==> config.mk <==
export PLATFORM = sky130hd
export DESIGN_NAME = cap_list_walker
export DESIGN_NICKNAME = d
export VERILOG_FILES = /design/src/rtl/cap_walk_pkg.sv /design/src/rtl/cap_hdr_decode.sv /design/src/rtl/cap_step_ctr.sv /design/src/rtl/cap_list_walker.sv
export SDC_FILE = /design/constraint.sdc
export NUM_CORES = 1
export LEC_CHECK = 0
export ABC_AREA = 1
export CAP_MARGIN = 20
export CORE_UTILIZATION = 35
export CTS_CLUSTER_SIZE = 25
export DETAILED_ROUTE_END_ITERATION = 12
export GPL_ROUTABILITY_DRIVEN = 1
export MAX_ROUTING_LAYER = met4
export PLACE_DENSITY_LB_ADDON = 0.12
export SETUP_SLACK_MARGIN = 0.3
export SLEW_MARGIN = 0
export SYNTH_ARGS = -nofsm -noshare
export SYNTH_HDL_FRONTEND = slang
export SYNTH_SLANG_ARGS = --single-unit
==> constraint.sdc <==
create_clock -name clk -period 4.7 [get_ports clk]
set_input_delay 1.41 -clock clk [delete_from_list [all_inputs] [get_ports clk]]
set_output_delay 1.41 -clock clk [all_outputs]
set_load 0.01 [all_outputs]
==> src/rtl/cap_walk_pkg.sv <==
package cap_walk_pkg;
  localparam int OFF_W  = 12;
  localparam int AW     = OFF_W - 2;
  localparam int SIZE_W = OFF_W + 1;
  localparam int ID_W   = 16;
  localparam int VER_W  = 4;

  typedef struct packed {
    logic [OFF_W-1:0] link;
    logic [VER_W-1:0] ver;
    logic [ID_W-1:0]  id;
  } cap_hdr_t;

  typedef enum logic [2:0] {
    ST_IDLE,
    ST_READ,
    ST_CHECK,
    ST_LINK,
    ST_PLACE
  } walk_state_t;
endpackage

==> src/rtl/cap_hdr_decode.sv <==
module cap_hdr_decode
  import cap_walk_pkg::*;
#(
  parameter int BASE_OFF = 'h100
) (
  input  logic [ID_W-1:0]  id_i,
  input  logic [OFF_W-1:0] link_i,
  input  logic [ID_W-1:0]  key_i,
  output logic             hit_o,
  output logic             end_o,
  output logic             bad_o
);
  localparam logic [OFF_W-1:0] LO_L = OFF_W'(BASE_OFF);
  localparam logic [OFF_W-1:0] HI_L = OFF_W'((1 << OFF_W) - 8);

  always_comb begin
    hit_o = (key_i != '0) && (id_i == key_i);
    end_o = (link_i == '0);
    bad_o = !end_o && ((link_i < LO_L) || (link_i > HI_L) || (link_i[1:0] != 2'b00));
  end
endmodule

==> src/rtl/cap_step_ctr.sv <==
module cap_step_ctr #(
  parameter int MAX_STEPS = 1024,
  localparam int STEP_W = $clog2(MAX_STEPS + 1)
) (
  input  logic clk,
  input  logic rst_n,
  input  logic clr_i,
  input  logic inc_i,
  output logic last_o
);
  logic [STEP_W-1:0] cnt_q, cnt_d;

  always_comb begin
    cnt_d = cnt_q;
    if (clr_i)      cnt_d = '0;
    else if (inc_i) cnt_d = cnt_q + STEP_W'(1);
  end

  always_ff @(posedge clk or negedge rst_n) begin
    if (!rst_n)               cnt_q <= '0;
    else if (clr_i || inc_i)  cnt_q <= cnt_d;
  end

  assign last_o = (cnt_q == STEP_W'(MAX_STEPS - 1));

  p_step_cap_r7: assert property (@(posedge clk) disable iff (!rst_n)
    cnt_q <= STEP_W'(MAX_STEPS - 1));
  p_no_wrap_r7: assert property (@(posedge clk) disable iff (!rst_n)
    (inc_i && !clr_i) |-> !last_o);
endmodule

==> src/rtl/cap_list_walker.sv <==
module cap_list_walker
  import cap_walk_pkg::*;
#(
  parameter int BASE_OFF  = 'h100,
  parameter int MAX_STEPS = 1024
) (
  input  logic              clk,
  input  logic              rst_n,
  input  logic              start_i,
  input  logic              insert_i,
  input  logic [ID_W-1:0]   cap_id_i,
  input  logic [VER_W-1:0]  cap_ver_i,
  input  logic [OFF_W-1:0]  cap_off_i,
  input  logic [SIZE_W-1:0] cap_size_i,
  output logic              busy_o,
  output logic              done_o,
  output logic              err_o,
  output logic [OFF_W-1:0]  hit_off_o,
  output logic [OFF_W-1:0]  prev_off_o,
  output logic              mem_en_o,
  output logic              mem_we_o,
  output logic [AW-1:0]     mem_addr_o,
  output logic [31:0]       mem_wdata_o,
  input  logic [31:0]       mem_rdata_i
);
  localparam logic [OFF_W-1:0]  BASE_L  = OFF_W'(BASE_OFF);
  localparam logic [OFF_W-1:0]  LAST_L  = OFF_W'((1 << OFF_W) - 8);
  localparam logic [SIZE_W:0]   SPACE_L = (SIZE_W + 1)'(1 << OFF_W);
  localparam logic [SIZE_W-1:0] MIN_SZ  = SIZE_W'(8);

  walk_state_t      state_q, state_d;
  logic             ins_q, ins_d, base_q, base_d;
  logic [ID_W-1:0]  id_q, id_d;
  logic [VER_W-1:0] ver_q, ver_d;
  logic [OFF_W-1:0] off_q, off_d, cur_q, cur_d, prv_q, prv_d;
  cap_hdr_t         hdr_q, hdr_d, rd_hdr;
  logic [OFF_W-1:0] hit_q, hit_d, pout_q, pout_d;
  logic             err_q, err_d, done_q, done_d;
  logic             step_clr, step_inc, step_last;
  logic             dec_hit, dec_end, dec_bad;
  logic             args_ok;
  logic [SIZE_W:0]  end_sum;
  logic [ID_W-1:0]  key;

  assign rd_hdr  = cap_hdr_t'(mem_rdata_i);
  assign key     = ins_q ? '0 : id_q;
  assign end_sum = {2'b00, cap_off_i} + {1'b0, cap_size_i};
  assign args_ok = (cap_off_i >= BASE_L) && (cap_off_i[1:0] == 2'b00) &&
                   (cap_size_i >= MIN_SZ) && (end_sum < SPACE_L);

  cap_hdr_decode #(.BASE_OFF(BASE_OFF)) u_dec (
    .id_i   (rd_hdr.id),
    .link_i (rd_hdr.link),
    .key_i  (key),
    .hit_o  (dec_hit),
    .end_o  (dec_end),
    .bad_o  (dec_bad)
  );

  cap_step_ctr #(.MAX_STEPS(MAX_STEPS)) u_steps (
    .clk    (clk),
    .rst_n  (rst_n),
    .clr_i  (step_clr),
    .inc_i  (step_inc),
    .last_o (step_last)
  );

  // next-state logic
  always_comb begin
    state_d = state_q; ins_d = ins_q; base_d = base_q;
    id_d = id_q; ver_d = ver_q; off_d = off_q;
    cur_d = cur_q; prv_d = prv_q; hdr_d = hdr_q;
    hit_d = hit_q; pout_d = pout_q; err_d = err_q;
    done_d = 1'b0; step_clr = 1'b0; step_inc = 1'b0;
    unique case (state_q)
      ST_IDLE: if (start_i) begin
        ins_d = insert_i; id_d = cap_id_i; ver_d = cap_ver_i; off_d = cap_off_i;
        base_d = insert_i && (cap_off_i == BASE_L);
        cur_d = BASE_L; prv_d = '0; step_clr = 1'b1;
        hit_d = '0; pout_d = '0; err_d = 1'b0;
        if (insert_i && !args_ok) begin
          err_d = 1'b1; done_d = 1'b1;
        end else begin
          state_d = ST_READ;
        end
      end
      ST_READ: state_d = ST_CHECK;
      ST_CHECK: begin
        if (base_q) begin
          hdr_d = rd_hdr; state_d = ST_PLACE;
        end else if ((cur_q == BASE_L) && (mem_rdata_i == '0)) begin
          err_d = ins_q; done_d = 1'b1; state_d = ST_IDLE;
        end else if (dec_hit) begin
          hit_d = cur_q; pout_d = prv_q; done_d = 1'b1; state_d = ST_IDLE;
        end else if (dec_end) begin
          pout_d = cur_q;
          if (ins_q) begin
            hdr_d = rd_hdr; state_d = ST_LINK;
          end else begin
            done_d = 1'b1; state_d = ST_IDLE;
          end
        end else if (dec_bad || step_last) begin
          err_d = 1'b1; done_d = 1'b1; state_d = ST_IDLE;
        end else begin
          prv_d = cur_q; cur_d = rd_hdr.link; step_inc = 1'b1; state_d = ST_READ;
        end
      end
      ST_LINK: state_d = ST_PLACE;
      ST_PLACE: begin
        hit_d = off_q; done_d = 1'b1; state_d = ST_IDLE;
      end
      default: state_d = ST_IDLE;
    endcase
  end

  // memory port drive
  always_comb begin
    mem_en_o = 1'b0; mem_we_o = 1'b0;
    mem_addr_o = cur_q[OFF_W-1:2]; mem_wdata_o = '0;
    unique case (state_q)
      ST_READ: mem_en_o = 1'b1;
      ST_LINK: begin
        mem_en_o = 1'b1; mem_we_o = 1'b1;
        mem_wdata_o = {off_q, hdr_q.ver, hdr_q.id};
      end
      ST_PLACE: begin
        mem_en_o = 1'b1; mem_we_o = 1'b1; mem_addr_o = off_q[OFF_W-1:2];
        mem_wdata_o = {hdr_q.link, ver_q, id_q};
      end
      default: ;
    endcase
  end

  // registers
  always_ff @(posedge clk or negedge rst_n) begin
    if (!rst_n) begin
      state_q <= ST_IDLE; ins_q <= 1'b0; base_q <= 1'b0;
      id_q <= '0; ver_q <= '0; off_q <= '0; cur_q <= '0; prv_q <= '0;
      hdr_q <= '0; hit_q <= '0; pout_q <= '0; err_q <= 1'b0; done_q <= 1'b0;
    end else begin
      state_q <= state_d; done_q <= done_d;
      if (state_q == ST_IDLE && start_i) begin
        ins_q <= ins_d; base_q <= base_d; id_q <= id_d; ver_q <= ver_d; off_q <= off_d;
      end
      if (state_q != ST_READ) begin
        cur_q <= cur_d; prv_q <= prv_d; hdr_q <= hdr_d;
        hit_q <= hit_d; pout_q <= pout_d; err_q <= err_d;
      end
    end
  end

  assign busy_o     = (state_q != ST_IDLE);
  assign done_o     = done_q;
  assign err_o      = err_q;
  assign hit_off_o  = hit_q;
  assign prev_off_o = pout_q;

  p_idle_quiet_r12: assert property (@(posedge clk) disable iff (!rst_n)
    !busy_o |-> !mem_en_o);
  p_done_pulse_r11: assert property (@(posedge clk) disable iff (!rst_n)
    done_o |=> !done_o);
  p_done_idle_r11: assert property (@(posedge clk) disable iff (!rst_n)
    done_o |-> !busy_o);
  p_start_takes_r11: assert property (@(posedge clk) disable iff (!rst_n)
    (start_i && !busy_o && (!insert_i || args_ok)) |=> busy_o);
  p_read_window_r6: assert property (@(posedge clk) disable iff (!rst_n)
    (mem_en_o && !mem_we_o) |-> ((mem_addr_o >= BASE_L[OFF_W-1:2]) &&
                                 (mem_addr_o <= LAST_L[OFF_W-1:2])));
  p_err_clears_r6: assert property (@(posedge clk) disable iff (!rst_n)
    err_o |-> (hit_off_o == '0) && (prev_off_o == '0));
  p_tail_pair_r9: assert property (@(posedge clk) disable iff (!rst_n)
    (mem_we_o && state_q == ST_LINK) |=> (mem_we_o && mem_addr_o == off_q[OFF_W-1:2]));
endmodule

==> results of run 1 <==
==> logic make-up (layout without fill, tap and decap cells) <==
logic type	count (synthesis)	after routing	share of synthesized area [%]
AO/OA/AOI/OAI	136	136	9.627
XOR/XNOR	10	10	1.182
adder cells (fa/ha/maj)	12	12	2.027
buffers and inverters	169	315	9.508
flip-flops	130	130	43.91
AND/OR/NAND/NOR	586	586	33.74
==> through the flow <==
step	instance area [µm²]	util, %	hold slack [ns]	power, W	instances
final	9752	47.58	0.4699	0.005164	1459
after CTS	9752	47.58	0.4742	0.005202	1459
after global placement	9123	44.51	0.4561	0.003750	1427
after detailed placement	9123	44.51	0.4590	0.003761	1427
after floorplan	7408	-	0.4419	0.002974	1043
after global routing	9752	47.58	0.5021	0.005538	1459
==> cells in the mapped netlist (all sizes together) <==
master,instances,area share [%]
o22ai,12,1.0
xor2,8,0.95
xnor2,2,0.24
o21ai,113,7.6
nor3,15,1.2
or2,2,0.17
nand3,89,6.2
ha,12,2.0
o32ai,1,0.12
a21oi,9,0.76
clkbuf,20,1.0
nor2,78,4.1
dfrtp,130,44
inv,121,6.1
nor4,1,0.084
nand2,361,19
a21boi,1,0.10
buf,28,2.4
nand3b,2,0.25
nand4,38,3.2
==> state kept, by name, indices dropped and copies added, names as in the netlist, 3 cells and up <==
register	count
state_q	3
u_steps.cnt_q	11
prev_off_o	12
ver_q	4
prv_q	12
id_q	16
hit_off_o	12
off_q	12
cur_q	12
hdr_q	32
==> worst reg2reg max path, delay by kind of cell, from the launching register on <==
kind / cells / cell delay [ns]
flip-flops: 1 / 0.42
AND/OR/NAND/NOR: 9 / 1.84
buffers and inverters: 1 / 0.39
XOR/XNOR: 1 / 0.20
==> worst min-delay path by stage <==
stage	start	endpoint	slack [ns]	depth (start not counted)
floorplan	hdr_q[18]$_DFFE_PN0P_	hdr_q[18]$_DFFE_PN0P_	0.44	2
global placement	err_o$_DFFE_PN0P_	err_o$_DFFE_PN0P_	0.46	2
detailed placement	ver_q[2]$_DFFE_PN0P_	ver_q[2]$_DFFE_PN0P_	0.46	2
CTS	ver_q[2]$_DFFE_PN0P_	ver_q[2]$_DFFE_PN0P_	0.47	2
global route	prev_off_o[7]$_DFFE_PN0P_	prev_off_o[7]$_DFFE_PN0P_	0.50	2
finish	hit_off_o[2]$_DFFE_PN0P_	hit_off_o[2]$_DFFE_PN0P_	0.47	2
==> area by class of cell <==
| type | count | area (µm²) | share of cell area [%] |
|---|---|---|---|
| timing repair buffer | 162 | 1617 | 16.58 |
| inverter | 121 | 454.2 | 4.657 |
| clock buffer | 22 | 474.2 | 4.863 |
| sequential | 130 | 3253 | 33.36 |
| clock inverter | 10 | 155.1 | 1.591 |
| tap | 270 | 337.8 | 3.464 |
| multi-input combinational | 744 | 3461 | 35.49 |
==> metal layers <==
| metal | wire length (µm) | GRT usage, % |
|---|---|---|
| met3 | 1214 | 4.228 |
| met4 | 372 | 7.062 |
| met5 | 0 | - |
| met1 | 11140 | 31.89 |
| met2 | 10280 | 34.36 |
==> report_power, final <==
part           switching [W]  internal, W
sequential          0.000253      0.00145
combinational        0.00132     0.000712
clock               0.000503     0.000926
total                0.00208      0.00309
==> results_tabular.tex, run 1 <==
\begin{tabular}{lr}
\hline
Metric & Value \\
\hline
\multicolumn{2}{l}{\textbf{Outcome}} \\
Outcome & completed \\
\multicolumn{2}{l}{\textbf{Worst setup path}} \\
Worst stage delay on the critical path & 0.61 ns \\
Cell depth of the worst flop-to-flop path & 11 \\
Worst-case register-to-register setup slack & 1.74 ns \\
FF-to-FF End & hit\_off\_o[0]\$\_DFFE\_PN0P\_ \\
Capturing instance or port of the critical path & mem\_wdata\_o[28] \\
Slowest cell on the critical path & sky130\_fd\_sc\_hd\_\_clkdlybuf4s50\_1 \\
Bufs and invs on worst path & 3 \\
Crit path max fanout & 13 \\
Ordered list of cells on the worst path & inv\_1 > nand3\_1 > buf\_4 > o21ai\_0 > clkdlybuf4s50\_1 \\
Delay-heaviest family, CP & buffers and inverters \\
Required @ worst endpoint & 3.29 ns \\
Crit end category & output pin \\
Startpoint class of the critical path & flop \\
Arrival time worst endpoint & 2.71 ns \\
Launch point of the worst reg-to-reg path & ins\_q\$\_DFFE\_PN0P\_ \\
Number of gates on the worst path with buffers counted & 5 \\
Critical path class & reg -> out \\
Critical path launch point & state\_q[2]\$\_DFFE\_PN0P\_ \\
\multicolumn{2}{l}{\textbf{Global routing}} \\
Pin count of the biggest net entering global routing & 81 \\
Global-route usage over all layers & 23.11\% \\
Wire length of the first global-routing pass & 37,740 µm \\
Overflow left after global routing & 0 \\
Number of antenna violations at the first check in global routing & 0 \\
Via count of the first global-routing pass & 7,000 \\
\multicolumn{2}{l}{\textbf{Route}} \\
Total wire length & 23,010 µm \\
Mean number of vias per cell & 4.929 \\
Number of vias in the routed layout & 7,191 \\
Length of the first detailed-routing pass in iterations & 5 \\
Residual antenna-violating net count after detailed routing & 0 \\
Number of remaining DRC errors & 0 \\
Starting DRC count in detailed routing & 582 \\
Wire per inst & 15.77 µm \\
\multicolumn{2}{l}{\textbf{Clock network}} \\
Worst skew pair latency & 0.43 ns \\
TritonCTS buffer count & 17 \\
Worst-case clock buffer depth & 2 \\
Total of cells resized after clock tree synthesis & 0 \\
H-tree depth & 4 \\
Number of setup buffers added after CTS & 0 \\
Clock tree from TritonCTS & done \\
Hold-fix buffers, CTS & 0 \\
Count of clock tree sinks & 130 \\
Cell at the root of the clock tree & sky130\_fd\_sc\_hd\_\_clkbuf\_16 \\
Clock slew at the register clock pins of the worst setup and hold paths & 0.06 ns \\
\multicolumn{2}{l}{\textbf{Final layout}} \\
Count of nets after finishing & 1,269 \\
Layout cells sized above 1 & 5.551\% \\
Relative area change from synthesis to final layout & 31.63\% \\
Commonest non-fill, non-tap cell in the layout & sky130\_fd\_sc\_hd\_\_nand2\_1 \\
Most used cells in the layout excluding fill and tap cells & sky130\_fd\_sc\_hd\_\_nand2\_1, sky130\_fd\_sc\_hd\_\_clkdlybuf4s50\_1, sky130\_fd\_sc\_hd\_\_dfrtp\_1 \\
Number of fillers in the final layout & 2,113 \\
ANT cells & 0 \\
\multicolumn{2}{l}{\textbf{Run}} \\
Total of max-cap violations & 0 \\
\multicolumn{2}{l}{\textbf{Synthesis}} \\
Fraction of the yosys area taken by sequential cells & 43.91\% \\
Gate count of the mapped netlist & 1,043 \\
Mean instance size in the synthesized netlist & 7.103 µm² \\
Netlist area before placement & 0.007408 mm² \\
Post-synth net total & 1,136 \\
Flops \& latches, synth & 130 \\
Ys Warns & 0 \\
Distinct cell type count after synthesis & 33 \\
\multicolumn{2}{l}{\textbf{STA}} \\
Worst-case setup margin in the final layout & 0.5846 ns \\
Setup-failing EPs final & 0 \\
Setup repair after global routing missed its margin & no \\
Final Hold Viols & 0 \\
Largest clock skew in the final design & 0.007429 ns \\
Worst relative slew slack & 51.53\% \\
Maximum clock frequency & 0.2430 GHz \\
Clock period minus final worst setup slack & 4.115 ns \\
Portion of the clock cycle consumed by the worst path in the final layout & 87.56\% \\
Worst slew pin tran & 0.7244 ns \\
Sum Neg Setup Slack & 0 ns \\
Number of max-slew violations in the final report & 0 \\
\multicolumn{2}{l}{\textbf{Die}} \\
Standard-cell rows & 52 \\
Area of the die & 0.02175 mm² \\
Vertical die dimension & 147.5 µm \\
Die width & 147.5 µm \\
Count of boundary I/O pins & 152 \\
Core box area & 0.02049 mm² \\
Effective utilization at floorplan & 36.15\% \\
\multicolumn{2}{l}{\textbf{Power}} \\
Leakage Power & 4.716 nW \\
Worst IR drop on VDD & 0.1933 mV \\
Cell area power density & 529.6 mW/mm² \\
\multicolumn{2}{l}{\textbf{Hold path}} \\
Min-delay worst type & reg -> reg \\
\multicolumn{2}{l}{\textbf{Placement}} \\
RePlAce Congestion & 0.8549 \\
Final HPWL from detailed placement & 17,060 µm \\
Number of buffers added on ports & 151 \\
Post-Place Worst Slack & 0.7459 ns \\
\hline
\end{tabular}
Note: power is estimated with default switching activity, not from simulation.
==> run 2, diff against run 1 <==
- DONT_BUFFER_PORTS: unset -> 1
==> run 2 against run 1 <==
Net effect: count of clock-buffer cells in the layout shrank 3; clock skew grew 0.0019 ns; global-route usage grew 0.28 points.
==> results_tabular.tex, run 2 (same netlist as run 1, synthesis figures left out) <==
\begin{tabular}{lr}
\hline
Metric & Value \\
\hline
\multicolumn{2}{l}{\textbf{Final layout}} \\
Count of nets after finishing & 1,112 \\
Number of fillers in the final layout & 2,189 \\
Area used by multi-input combinational logic & 0.003466 mm² \\
Relative area change from synthesis to final layout & 9.677\% \\
Commonest non-fill, non-tap cell in the layout & sky130\_fd\_sc\_hd\_\_nand2\_1 \\
ANT cells & 0 \\
Layout cells sized above 1 & 5.911\% \\
Register ranked first by flip-flop count & hdr\_q \\
Most used cells in the layout excluding fill and tap cells & sky130\_fd\_sc\_hd\_\_nand2\_1, sky130\_fd\_sc\_hd\_\_dfrtp\_1, sky130\_fd\_sc\_hd\_\_inv\_1 \\
Regs by FF count & hdr\_q: 32 flops, id\_q: 16 flops \\
Number of flip-flops in the largest register & 32 \\
Post-layout utilization of the core & 39.65\% \\
Register cell area after layout & 0.003253 mm² \\
\multicolumn{2}{l}{\textbf{Global routing}} \\
Wire length of the first global-routing pass & 37,720 µm \\
Pin count of the biggest net entering global routing & 131 \\
Global-route usage over all layers & 23.39\% \\
Via count of the first global-routing pass & 6,520 \\
Number of antenna violations at the first check in global routing & 0 \\
Overflow left after global routing & 0 \\
\multicolumn{2}{l}{\textbf{Worst setup path}} \\
Arrival time worst endpoint & 2.30 ns \\
Startpoint class of the critical path & flop \\
Critical path class & reg -> out \\
Crit end category & output pin \\
Required @ worst endpoint & 3.29 ns \\
Crit path max fanout & 25 \\
\multicolumn{2}{l}{\textbf{Route}} \\
Length of the first detailed-routing pass in iterations & 5 \\
Number of remaining DRC errors & 0 \\
Total wire length & 23,700 µm \\
Starting DRC count in detailed routing & 558 \\
Residual antenna-violating net count after detailed routing & 0 \\
Number of vias in the routed layout & 6,726 \\
Mean number of vias per cell & 5.166 \\
Wire per inst & 18.20 µm \\
\multicolumn{2}{l}{\textbf{STA}} \\
Maximum clock frequency & 0.2697 GHz \\
Largest clock skew in the final design & 0.009363 ns \\
Sum Neg Setup Slack & 0 ns \\
Setup repair after global routing missed its margin & no \\
Setup-failing EPs final & 0 \\
Worst relative slew slack & 33.77\% \\
Portion of the clock cycle consumed by the worst path in the final layout & 78.90\% \\
Final Hold Viols & 0 \\
Worst slew pin tran & 0.9935 ns \\
Clock period minus final worst setup slack & 3.708 ns \\
Number of max-slew violations in the final report & 0 \\
\multicolumn{2}{l}{\textbf{Clock network}} \\
H-tree depth & 4 \\
Clock slew at the register clock pins of the worst setup and hold paths & 0.06 ns \\
Worst skew pair latency & 0.42 ns \\
Hold-fix buffers, CTS & 0 \\
Total of cells resized after clock tree synthesis & 0 \\
Cell at the root of the clock tree & sky130\_fd\_sc\_hd\_\_clkbuf\_16 \\
TritonCTS buffer count & 17 \\
Number of setup buffers added after CTS & 0 \\
Count of clock tree sinks & 130 \\
Clock tree from TritonCTS & done \\
Worst-case clock buffer depth & 2 \\
\multicolumn{2}{l}{\textbf{Outcome}} \\
Outcome & completed \\
\multicolumn{2}{l}{\textbf{Die}} \\
Core box area & 0.02049 mm² \\
Standard-cell rows & 52 \\
Count of boundary I/O pins & 152 \\
Effective utilization at floorplan & 36.15\% \\
Area of the die & 0.02175 mm² \\
Die width & 147.5 µm \\
Vertical die dimension & 147.5 µm \\
\multicolumn{2}{l}{\textbf{Hold path}} \\
Min-delay worst type & reg -> reg \\
\multicolumn{2}{l}{\textbf{Placement}} \\
Number of buffers added on ports & 0 \\
RePlAce Congestion & 0.8384 \\
Final HPWL from detailed placement & 17,080 µm \\
\multicolumn{2}{l}{\textbf{Power}} \\
Cell area power density & 578.8 mW/mm² \\
Leakage Power & 4.090 nW \\
Worst IR drop on VDD & 0.2892 mV \\
\multicolumn{2}{l}{\textbf{Run}} \\
Total of max-cap violations & 0 \\
\hline
\end{tabular}
run 2: final cells by class:
| type | count | area share [%] |
|---|---|---|
| Sequential cell | 130 | 40.04 |
| Tap cell | 270 | 4.158 |
| Timing Repair Buffer | 5 | 0.6160 |
| Multi-Input combinational cell | 744 | 42.65 |
| Clock inverter | 13 | 1.370 |
| Clock buffer | 19 | 5.574 |
| Inverter | 121 | 5.590 |
run 2: worst paths after layout:
path | slack (ns) | endpoint | depth (start not counted) | from
max | 0.99 | mem_wdata_o[31] | 4 | state_q[2]$_DFFE_PN0P_
min | 0.47 | ver_q[2]$_DFFE_PN0P_ | 2 | ver_q[2]$_DFFE_PN0P_
min reg2reg | 0.47 | ver_q[2]$_DFFE_PN0P_ | 2 | ver_q[2]$_DFFE_PN0P_
max reg2reg | 1.57 | hit_off_o[4]$_DFFE_PN0P_ | 11 | ins_q$_DFFE_PN0P_
min in group asynchronous | 0.68 | id_q[4]$_DFFE_PN0P_ | 0 | rst_n
max in group asynchronous | 3.66 | state_q[1]$_DFFE_PN0P_ | 0 | rst_n
run 2: critical path: stages (launching register included):
cell                      delay (ns)
sky130_fd_sc_hd__dfrtp_1        0.41
sky130_fd_sc_hd__inv_1          0.19
sky130_fd_sc_hd__nand3_1        0.41
sky130_fd_sc_hd__buf_4          0.38
sky130_fd_sc_hd__o21ai_0        0.48
run 2: per-stage QoR:
stage | hold WS [ns] | total power, W | worst slack [ns] | cells | area (µm²)
3_5_place_dp | 0.4589 | 0.003453 | 1.085 | 1270 | 7561
2_1_floorplan | 0.4419 | 0.002974 | 1.816 | 1043 | 7408
6_report | 0.4689 | 0.004703 | 0.9919 | 1302 | 8125
3_3_place_gp | 0.4574 | 0.003447 | 1.116 | 1270 | 7561
4_1_cts | 0.4746 | 0.004745 | 0.9417 | 1302 | 8125
5_1_grt | 0.4939 | 0.005039 | 0.8991 | 1302 | 8125
run 2: report_power, final:
part	total [W]	switching [W]	internal, W
clock	0.00128	0.000524	0.000752
sequential	0.00175	0.000299	0.00145
combinational	0.00168	0.00126	0.000422
run 2: per-layer routing:
layer / part of all wire [%] / global-route usage, %
met1: 46 / 31.68
met2: 44 / 34.15
met4: 1.9 / 7.526
met3: 7.8 / 5.772
met5: 0 / -
